--- src/rtl/ep_arm_pkg.sv ---
package ep_arm_pkg;

  typedef enum logic [1:0] {
    HS_NONE  = 2'b00,
    HS_ACK   = 2'b01,
    HS_NAK   = 2'b10,
    HS_STALL = 2'b11
  } hs_e;

endpackage

--- src/rtl/ep_ring_ctrl.sv ---
// Ring ownership: processor pointer, bus pointer and fill count.
module ep_ring_ctrl #(
  parameter int NBUF_MAX = 4,
  localparam int PTR_W = (NBUF_MAX > 1) ? $clog2(NBUF_MAX) : 1,
  localparam int CNT_W = $clog2(NBUF_MAX + 1)
) (
  input  logic             clk,
  input  logic             rst_n,
  input  logic             dir_in,
  input  logic [CNT_W-1:0] depth,
  input  logic             arm_req,
  input  logic             bus_go,
  output logic             arm_go,
  output logic             bus_ok,
  output logic [PTR_W-1:0] cpu_ptr,
  output logic [PTR_W-1:0] bus_ptr,
  output logic [CNT_W-1:0] filled
);

  logic             cpu_ok;
  logic [PTR_W-1:0] cpu_ptr_nxt;
  logic [PTR_W-1:0] bus_ptr_nxt;
  logic [CNT_W-1:0] filled_nxt;
  logic             not_full;
  logic             not_empty;

  function automatic logic [PTR_W-1:0] wrap_inc(
    input logic [PTR_W-1:0] p,
    input logic [CNT_W-1:0] d
  );
    if (CNT_W'(p) + CNT_W'(1) >= d) return '0;
    return p + PTR_W'(1);
  endfunction

  assign not_full  = (filled < depth);
  assign not_empty = (filled != '0);

  // The processor owns the buffers the bus does not.
  assign cpu_ok = dir_in ? not_full  : not_empty;
  assign bus_ok = dir_in ? not_empty : not_full;
  assign arm_go = arm_req & cpu_ok;

  always_comb begin
    cpu_ptr_nxt = cpu_ptr;
    bus_ptr_nxt = bus_ptr;
    filled_nxt  = filled;
    if (arm_go) cpu_ptr_nxt = wrap_inc(cpu_ptr, depth);
    if (bus_go) bus_ptr_nxt = wrap_inc(bus_ptr, depth);
    if (dir_in) begin
      case ({arm_go, bus_go})
        2'b10:   filled_nxt = filled + CNT_W'(1);
        2'b01:   filled_nxt = filled - CNT_W'(1);
        default: filled_nxt = filled;
      endcase
    end else begin
      case ({bus_go, arm_go})
        2'b10:   filled_nxt = filled + CNT_W'(1);
        2'b01:   filled_nxt = filled - CNT_W'(1);
        default: filled_nxt = filled;
      endcase
    end
  end

  always_ff @(posedge clk or negedge rst_n) begin
    if (!rst_n) begin
      cpu_ptr <= '0;
      bus_ptr <= '0;
      filled  <= '0;
    end else if (arm_go || bus_go) begin
      cpu_ptr <= cpu_ptr_nxt;
      bus_ptr <= bus_ptr_nxt;
      filled  <= filled_nxt;
    end
  end

endmodule

--- src/rtl/ep_bc_regs.sv ---
// Per-buffer byte count storage with one write port and two read ports.
module ep_bc_regs #(
  parameter int NBUF_MAX = 4,
  parameter int BC_W     = 11,
  localparam int PTR_W = (NBUF_MAX > 1) ? $clog2(NBUF_MAX) : 1
) (
  input  logic             clk,
  input  logic             rst_n,
  input  logic             wr_en,
  input  logic [PTR_W-1:0] wr_idx,
  input  logic [BC_W-1:0]  wr_data,
  input  logic [PTR_W-1:0] cpu_idx,
  output logic [BC_W-1:0]  cpu_cnt,
  input  logic [PTR_W-1:0] bus_idx,
  output logic [BC_W-1:0]  bus_cnt
);

  logic [BC_W-1:0] cnt_q [NBUF_MAX];

  for (genvar b = 0; b < NBUF_MAX; b++) begin : g_buf
    logic sel_en;
    assign sel_en = wr_en && (wr_idx == PTR_W'(b));
    always_ff @(posedge clk or negedge rst_n) begin
      if (!rst_n)      cnt_q[b] <= '0;
      else if (sel_en) cnt_q[b] <= wr_data;
    end
  end

  assign cpu_cnt = cnt_q[cpu_idx];
  assign bus_cnt = cnt_q[bus_idx];

endmodule

--- src/rtl/ep_hs_sel.sv ---
// Handshake choice per token plus the sticky stall bit.
module ep_hs_sel
  import ep_arm_pkg::*;
#(
  parameter int BC_W = 11
) (
  input  logic            clk,
  input  logic            rst_n,
  input  logic            dir_in,
  input  logic            tok_valid,
  input  logic            bus_ok,
  input  logic [BC_W-1:0] bus_cnt,
  input  logic            stall_wr,
  input  logic            stall_val,
  output logic            bus_go,
  output logic            stall_q,
  output logic            hs_valid,
  output hs_e             hs_code,
  output logic [BC_W-1:0] hs_len
);

  hs_e             code_nxt;
  logic [BC_W-1:0] len_nxt;
  logic            stall_nxt;

  always_comb begin
    code_nxt = HS_NONE;
    len_nxt  = '0;
    bus_go   = 1'b0;
    if (tok_valid) begin
      if (stall_q) begin
        code_nxt = HS_STALL;
      end else if (bus_ok) begin
        code_nxt = HS_ACK;
        bus_go   = 1'b1;
        if (dir_in) len_nxt = bus_cnt;
      end else begin
        code_nxt = HS_NAK;
      end
    end
  end

  assign stall_nxt = stall_wr ? stall_val : stall_q;

  always_ff @(posedge clk or negedge rst_n) begin
    if (!rst_n) begin
      stall_q  <= 1'b0;
      hs_valid <= 1'b0;
      hs_code  <= HS_NONE;
      hs_len   <= '0;
    end else begin
      stall_q  <= stall_nxt;
      hs_valid <= tok_valid;
      hs_code  <= code_nxt;
      hs_len   <= len_nxt;
    end
  end

endmodule

--- src/rtl/ep_arm_ctrl.sv ---
module ep_arm_ctrl
  import ep_arm_pkg::*;
#(
  parameter int NBUF_MAX      = 4,
  parameter int MAX_PKT_BYTES = 1024,
  localparam int BC_W  = $clog2(MAX_PKT_BYTES) + 1,
  localparam int HI_W  = BC_W - 8,
  localparam int PTR_W = (NBUF_MAX > 1) ? $clog2(NBUF_MAX) : 1,
  localparam int CNT_W = $clog2(NBUF_MAX + 1)
) (
  input  logic             clk,
  input  logic             rst_n,
  input  logic             cfg_dir_in,
  input  logic [1:0]       cfg_depth,
  input  logic [7:0]       cpu_wdata,
  input  logic             cpu_bch_wr,
  input  logic             cpu_bcl_wr,
  input  logic             cpu_stall_wr,
  output logic [BC_W-1:0]  cpu_bc,
  input  logic             tok_valid,
  input  logic [BC_W-1:0]  rx_len,
  output logic             hs_valid,
  output logic [1:0]       hs_code,
  output logic [BC_W-1:0]  hs_len,
  output logic             stall_q,
  output logic             flag_full,
  output logic             flag_empty,
  output logic [CNT_W-1:0] pend_cnt
);

  logic [1:0]       rst_sync;
  logic             rst_n_q;
  logic [CNT_W-1:0] depth_n;
  logic [HI_W-1:0]  bch_q;
  logic             arm_go;
  logic             bus_ok;
  logic             bus_go;
  logic [PTR_W-1:0] cpu_ptr;
  logic [PTR_W-1:0] bus_ptr;
  logic [CNT_W-1:0] filled;
  logic             wr_en;
  logic [PTR_W-1:0] wr_idx;
  logic [BC_W-1:0]  wr_data;
  logic [BC_W-1:0]  bus_cnt;
  hs_e              hs_code_e;

  // Reset: asserted at once, released after two clock edges.
  always_ff @(posedge clk or negedge rst_n) begin
    if (!rst_n) rst_sync <= 2'b00;
    else        rst_sync <= {rst_sync[0], 1'b1};
  end
  assign rst_n_q = rst_sync[1];

  always_comb begin
    case (cfg_depth)
      2'd2:    depth_n = CNT_W'(2);
      2'd3:    depth_n = CNT_W'(3);
      default: depth_n = CNT_W'(NBUF_MAX);
    endcase
  end

  // Holding register for the upper part of the byte count.
  always_ff @(posedge clk or negedge rst_n_q) begin
    if (!rst_n_q)        bch_q <= '0;
    else if (cpu_bch_wr) bch_q <= cpu_wdata[HI_W-1:0];
  end

  ep_ring_ctrl #(.NBUF_MAX(NBUF_MAX)) u_ring (
    .clk     (clk),
    .rst_n   (rst_n_q),
    .dir_in  (cfg_dir_in),
    .depth   (depth_n),
    .arm_req (cpu_bcl_wr),
    .bus_go  (bus_go),
    .arm_go  (arm_go),
    .bus_ok  (bus_ok),
    .cpu_ptr (cpu_ptr),
    .bus_ptr (bus_ptr),
    .filled  (filled)
  );

  // IN: the processor writes counts when it arms. OUT: the bus writes them on receive.
  always_comb begin
    if (cfg_dir_in) begin
      wr_en   = arm_go;
      wr_idx  = cpu_ptr;
      wr_data = {bch_q, cpu_wdata};
    end else begin
      wr_en   = bus_go;
      wr_idx  = bus_ptr;
      wr_data = rx_len;
    end
  end

  ep_bc_regs #(.NBUF_MAX(NBUF_MAX), .BC_W(BC_W)) u_bc (
    .clk     (clk),
    .rst_n   (rst_n_q),
    .wr_en   (wr_en),
    .wr_idx  (wr_idx),
    .wr_data (wr_data),
    .cpu_idx (cpu_ptr),
    .cpu_cnt (cpu_bc),
    .bus_idx (bus_ptr),
    .bus_cnt (bus_cnt)
  );

  ep_hs_sel #(.BC_W(BC_W)) u_hs (
    .clk       (clk),
    .rst_n     (rst_n_q),
    .dir_in    (cfg_dir_in),
    .tok_valid (tok_valid),
    .bus_ok    (bus_ok),
    .bus_cnt   (bus_cnt),
    .stall_wr  (cpu_stall_wr),
    .stall_val (cpu_wdata[0]),
    .bus_go    (bus_go),
    .stall_q   (stall_q),
    .hs_valid  (hs_valid),
    .hs_code   (hs_code_e),
    .hs_len    (hs_len)
  );

  assign hs_code    = hs_code_e;
  assign pend_cnt   = filled;
  assign flag_full  = (filled == depth_n);
  assign flag_empty = (filled == '0);

endmodule

--- config.mk ---
export PLATFORM = sky130hd
export DESIGN_NAME = ep_arm_ctrl
export DESIGN_NICKNAME = d
export VERILOG_FILES = /design/src/rtl/ep_arm_pkg.sv /design/src/rtl/ep_ring_ctrl.sv /design/src/rtl/ep_bc_regs.sv /design/src/rtl/ep_hs_sel.sv /design/src/rtl/ep_arm_ctrl.sv
export SDC_FILE = /design/constraint.sdc
export NUM_CORES = 1
export LEC_CHECK = 0
export BUFFER_PORTS_ARGS = -buffer_cell sky130_fd_sc_hd__buf_2
export CORE_MARGIN = 3
export CORE_UTILIZATION = 35
export DETAILED_ROUTE_END_ITERATION = 10
export SLEW_MARGIN = 5
export SYNTH_ARGS = -nofsm -noshare
export SYNTH_HDL_FRONTEND = slang
export SYNTH_HIERARCHICAL = 1
export SYNTH_SLANG_ARGS = --single-unit
--- constraint.sdc ---
create_clock -name clk -period 2.5 [get_ports clk]
set_input_delay 0.5 -clock clk [delete_from_list [all_inputs] [get_ports clk]]
set_output_delay 0.5 -clock clk [all_outputs]
set_load 0.01 [all_outputs]
Word level (Yosys, flattened, before mapping)
Cells that the tools add are included.
{"block": "word_totals", "mem_bits_ro": 0, "wordCells": 83, "ram_bits": 0, "latch_bits": 0, "regBits": 71, "memories": 0, "output_inout_bits": 31}
{"block": "op_classes", "n_div": 0, "magnitude_cmp": 5, "shifts": 0, "addsub": 6, "n_mul": 0, "bitwise_logic": 3, "n_eq_ne": 11, "muxes": 33, "n_reduce_logical": 12}
{"op": "11-bit 2-to-1 mux", "n": 9}
{"op": "11-bit binary-select mux with 2-bit select", "n": 2}
{"op": "3-bit case mux with 2 select lines", "n": 3}
{"op": "2-bit 2-to-1 mux", "n": 8}
{"op": "2-bit equality test (second input constant)", "n": 6}
{"op": "1-bit 2-to-1 mux", "n": 10}
{"op": "2-bit by 1-bit adder with 3-bit output (second input constant)", "n": 2}
{"op": "2-bit by 1-bit equality test with 1-bit output (second input constant)", "n": 3}
{"op": "3-bit >= comparator", "n": 2}
{"op": "3-bit >= comparator (second input constant)", "n": 2}
{"op": "2-bit NOT with 3-bit output", "n": 2}
{"op": "3-bit nonzero test", "n": 2}
{"op": "2-bit by 1-bit adder with 2-bit output (second input constant)", "n": 2}
{"op": "1-bit logical AND", "n": 4}
{"op": "2-bit AND reduction", "n": 2}
{"op": "3-bit by 1-bit adder with 3-bit output (second input constant)", "n": 1}
{"op": "3-bit equality test", "n": 1}
{"op": "3-bit zero test", "n": 1}
{"op": "3-bit < comparator", "n": 1}
{"op": "3-bit 2-to-1 mux", "n": 1}
{"op": "3-bit by 1-bit != test with 1-bit output (second input constant)", "n": 1}
{"op": "3-bit AND reduction", "n": 1}
{"op": "3-bit by 1-bit subtractor with 3-bit output (second input constant)", "n": 1}
{"op": "2-bit zero test", "n": 1}
{"op": "2 further kinds", "n": 2}

Depth between registers and ports, before layout
{"block": "depth", "ltp_word": 10, "mapped_depth": 12}

Hierarchy
Netlist, hierarchy kept.
{"module": "ep_bc_regs", "area_per_inst_um2": 2367.3, "cells_per_inst": 122, "seq_area_each_um2": 1101.1, "n_inst": 1}
{"module": "ep_ring_ctrl", "area_per_inst_um2": 654.4, "cells_per_inst": 71, "seq_area_each_um2": 175.2, "n_inst": 1}
{"module": "ep_hs_sel", "area_per_inst_um2": 519.2, "cells_per_inst": 34, "seq_area_each_um2": 375.4, "n_inst": 1}
{"module": "ep_arm_ctrl", "area_per_inst_um2": 377.9, "cells_per_inst": 32, "seq_area_each_um2": 125.1, "n_inst": 1}

Least setup slack after synthesis
Ideal clock, no wire load.
{"block": "synth_path", "kind": "input-to-reg", "startpoint": "in cfg_depth[1]", "endpoint": "reg u_bc/cnt_q[33] (netlist bit)", "required_time_ns": 2.375, "n_path_buf": 1, "stages": 11, "arrival_time_ns": 2.473, "path_slack_ns": -0.098, "path_cell_list": "inv_1 -> inv_1 -> ha_1 -> a21oi_1 -> o21ai_1 -> o21ai_0 -> and3_2 -> mux2_2 -> nor3b_2 -> buf_4 -> mux2_2"}
{"block": "synth_between", "elab_chain_cells": 9}
{"item": "from (decl)", "line_no": "ep_arm_ctrl.sv:14", "text": "input logic [1:0] cfg_depth,"}
{"item": "2-bit equality test", "line_no": "ep_arm_ctrl.sv:55", "text": "case (cfg_depth)"}
{"item": "3-bit case mux with 2 select lines *", "line_no": "ep_arm_ctrl.sv:55"}
{"item": "3-bit < comparator *", "line_no": "ep_ring_ctrl.sv:35", "text": "assign not_full = (filled < depth);"}
{"item": "1-bit 2-to-1 mux *", "line_no": "ep_ring_ctrl.sv:40", "text": "assign bus_ok = dir_in ? not_empty : not_full;"}
{"item": "via bus_ok", "line_no": "ep_arm_ctrl.sv:36", "text": "logic bus_ok;"}
{"item": "1-bit 2-to-1 mux *", "line_no": "ep_hs_sel.sv:33", "text": "end else if (bus_ok) begin"}
{"item": "1-bit 2-to-1 mux *", "line_no": "ep_hs_sel.sv:31", "text": "if (stall_q) begin"}
{"item": "1-bit 2-to-1 mux *", "line_no": "ep_hs_sel.sv:30", "text": "if (tok_valid) begin"}
{"item": "via bus_go", "line_no": "ep_arm_ctrl.sv:37", "text": "logic bus_go;"}
{"item": "1-bit 2-to-1 mux *", "line_no": "ep_arm_ctrl.sv:84", "text": "if (cfg_dir_in) begin"}
{"item": "via wr_en", "line_no": "ep_arm_ctrl.sv:41", "text": "logic wr_en;"}
{"item": "1-bit logical AND *", "line_no": "ep_bc_regs.sv:22", "text": "assign sel_en = wr_en && (wr_idx == PTR_W'(b));"}
{"item": "to (signal, indexed assignment)", "line_no": "ep_bc_regs.sv:25", "text": "else if (sel_en) cnt_q[b] <= wr_data;"}
{"item": "to (decl)", "line_no": "ep_bc_regs.sv:18", "text": "logic [BC_W-1:0] cnt_q [NBUF_MAX];"}
The timed path passes the listed nets; every way through them passes the cells marked *.
A chain may end at the register's enable or synchronous reset.

Worst setup path after layout
{"block": "layout_path", "startpoint": "reg u_ring.filled[1]", "endpoint": "reg u_bc/cnt_q[32] (netlist bit)"}
{"block": "layout_between", "elab_chain_cells": 7}
{"item": "from (decl)", "line_no": "ep_ring_ctrl.sv:17", "text": "output logic [CNT_W-1:0] filled"}
{"item": "from (signal assigned)", "line_no": "ep_ring_ctrl.sv:72", "text": "filled <= filled_nxt;"}
{"item": "3-bit < comparator or 3-bit nonzero test (tied branches)", "line_no": "ep_ring_ctrl.sv:35, ep_ring_ctrl.sv:36"}
{"item": "1-bit 2-to-1 mux *", "line_no": "ep_ring_ctrl.sv:40"}
{"item": "via bus_ok", "line_no": "ep_arm_ctrl.sv:36"}
{"item": "1-bit 2-to-1 mux *", "line_no": "ep_hs_sel.sv:33"}
{"item": "1-bit 2-to-1 mux *", "line_no": "ep_hs_sel.sv:31"}
{"item": "1-bit 2-to-1 mux *", "line_no": "ep_hs_sel.sv:30"}
{"item": "via bus_go", "line_no": "ep_arm_ctrl.sv:37"}
{"item": "1-bit 2-to-1 mux *", "line_no": "ep_arm_ctrl.sv:84"}
{"item": "via wr_en", "line_no": "ep_arm_ctrl.sv:41"}
{"item": "1-bit logical AND *", "line_no": "ep_bc_regs.sv:22"}
Marks and branches as above.

==> out/metrics.yaml <==
antenna_left: 0
synth_cell_type_count: 41
drt-initial-drc-count: 82
synth_warnings: 6
gp_congestion: 0.789
grt_start_max_net_pins: 70
finalPower_mw: 5.36
crit_type: "register to register"
rsz0062_at_grt: "no"
combPwrFrac: 0.477
synth_area_mm2: 0.00392
hold_violations: 0
p_int_mw: 3.56
dr.pass1.iters: 4
n_antenna_cell: 0
core-area_mm2: 0.0109
stdcell_area_mm2: 0.00475
syn-num-nets: 300
boundaryPins: 59
leakage_nw: 2.33
post-dp-hpwl_um: 5970
rrSetupSlack_ps: 170
via_count: 2442
max-clock-path-buffers: 2
syn_inst: 259
worst_path_largest_cell_delay_ps: 430
reg2regPathDepth: 9
finalClockSkew_ps: 7.18
pwr-share-clk: 0.158
status: "completed"
setup_viol_count_final: 0
htreeDepth: 3
antenna_found_initial: 0
final_util: 0.436
clk_latency_ps: 340
place_ws_ps: -172
powerDensity_mw_per_mm2: 1130
timing.rr.start: "u_ring/filled[1]"
fin_cells: 491
track_usage: 0.137
grt_overflow_total: 0
dp.cells: 474
slowest_stage: "dfrtp_1"
wl_per_cell_um: 16.9
portBuffers: 58
placed_cell_area_mm2: 0.00455
fin_crit_sh: 0.932
fmax_mhz: 429
nFillCells: 999
arrival_ps: 2560
fin_setup_tns_ps: 0
cts_tree: "done"
drt-total-wl_um: 8320
ys_seq_elements: 71
cts_root_buffer: "clkbuf_8"
crit_path_end_kind: "register"
ir_drop_v: 0.000335
post_cts_buffers: 0
avgSynthCellArea_um2: 15.1
start_kind: "register"
async_flop_share: 1.00
mostFrequentLayoutCell: "dfrtp_1"
cts_resized: 0
grt_pass1_vias: 2541
cts.sinks: 71
rows: 38
setup_ws_ps: 169
synth_flop_cell: "dfrtp_1"
fp.dieArea_mm2: 0.0125
cts_buffers: 9
die_h_um: 112
hold_class: "register to asynchronous set/reset pin"
pwr-share-seq: 0.365
syn2layout_area_growth_pct: 21.1
r2r-end: "u_bc/cnt_q[32]"
final_nets: 387
layout_min_cycle_time_ps: 2330
p_switching_mw: 1.80
initial_core_util: 0.360
critical_path.max_fanout: 5
fp.dieW_um: 112
crit_required_ps: 2730
drive_gt1_frac: 0.536
grt_first_pass_wirelength_um: 13500
p_sw_frac: 0.336
vias_per_cell: 4.97
final_cell_mix: "dfrtp_1 (70), buf_2 (58), mux2_2 (31)"
slew_viol_final: 0
drc_errors: 0
path_cells: "ha_1 -> nand2_1 -> o21ai_2 -> o21ai_2 -> and3_2 -> mux2_2 -> nand3b_1 -> buf_4 -> mux2_2"
hold_ws_ps: 293
synth_edf_count: 0
path_clk_slew_ps: 80
ys_seq_area_frac: 0.453
maxCapViolCount: 0
-- routing by layer --
layer	track usage	routed length, µm
met5	0	0
met4	0.0454	101
met3	0.0283	268
met2	0.220	4150
met1	0.187	3800
-- synthesized netlist by cell type (5+ instances only) --
master    n  share of area
dfrtp_1  71           0.45
mux2_2   31          0.089
mux2_4   30           0.11
mux4_1   16           0.11
ha_1     13          0.042
inv_1    10         0.0096
and2_4    7          0.016
mux4_2    6          0.034
nand2_1   6         0.0057
o21ai_0   6         0.0077
a21oi_1   5         0.0064
buf_6     5          0.014
-- layout make-up --
class	instances	area, µm²	area share
inverters	11	55.1	0.0116
repair buffers	89	563	0.119
well taps	140	175	0.0369
clock buffers	10	138	0.0290
multi-input cells	164	1990	0.420
clock inverters	6	45.0	0.00949
flip-flops and latches	71	1780	0.375
-- power groups by stage --
stage          registers (mW)  logic [mW]  clock network (mW)
6_report                 1.96        2.56               0.847
5_1_grt                  2.03        2.79               0.926
4_1_cts                  1.96        2.59               0.874
3_5_place_dp             1.98        2.58                   0
3_3_place_gp             1.95        2.53                   0
2_1_floorplan            1.91        1.87                   0
-- sequential cells by signal (all words and copies together), names as in the netlist --
signal / flops
u_ring/bus_ptr: 2
u_ring/filled: 3
rst_sync: 2
u_bc/cnt_q: 44
u_hs/hs_code: 2
u_hs/hs_valid: 1
u_hs/stall_q: 1
u_ring/cpu_ptr: 2
bch_q: 3
u_hs/hs_len: 11
-- worst max-delay path by stage --
stage,from,end,slack [ps],depth (start not counted)
floorplan,cfg_depth[1],u_bc/cnt_q[33],20,10
global placement,cfg_depth[1],u_bc/cnt_q[32],-100,11
detailed placement,cfg_depth[1],u_bc/cnt_q[34],-170,12
CTS,u_ring/filled[1],u_bc/cnt_q[32],160,9
global route,u_ring/filled[2],u_bc/cnt_q[34],30,9
finish,u_ring/filled[1],u_bc/cnt_q[32],170,9
-- what timing repair did --
item | in CTS | in global routing
setup endpoints to repair | 0 | 0
hold endpoints to repair | 2 | 0
hold buffers | 1 | 0
-- critical path, delay by kind of cell, from the launching register on --
family,cells,cell delay (ps)
adders and majority gates,1,300
buffers and inverters,1,190
and+or+nand+nor,3,470
AOI/OAI and AO/OA,2,210
muxes,2,620
DFF,1,430
-- cell families after synthesis --
logic type / count (synthesis) / share of synthesized area
adder cells (fa/ha/maj): 13 / 0.0415
buffers and inverters: 24 / 0.0402
multiplexers: 85 / 0.351
flip-flops: 71 / 0.453
other: 1 / 0.000957
XOR/XNOR: 5 / 0.0112
AND/OR/NAND/NOR: 35 / 0.0619
AO/OA/AOI/OAI: 25 / 0.0399
No activity file was read; power rests on OpenSTA's default activity.
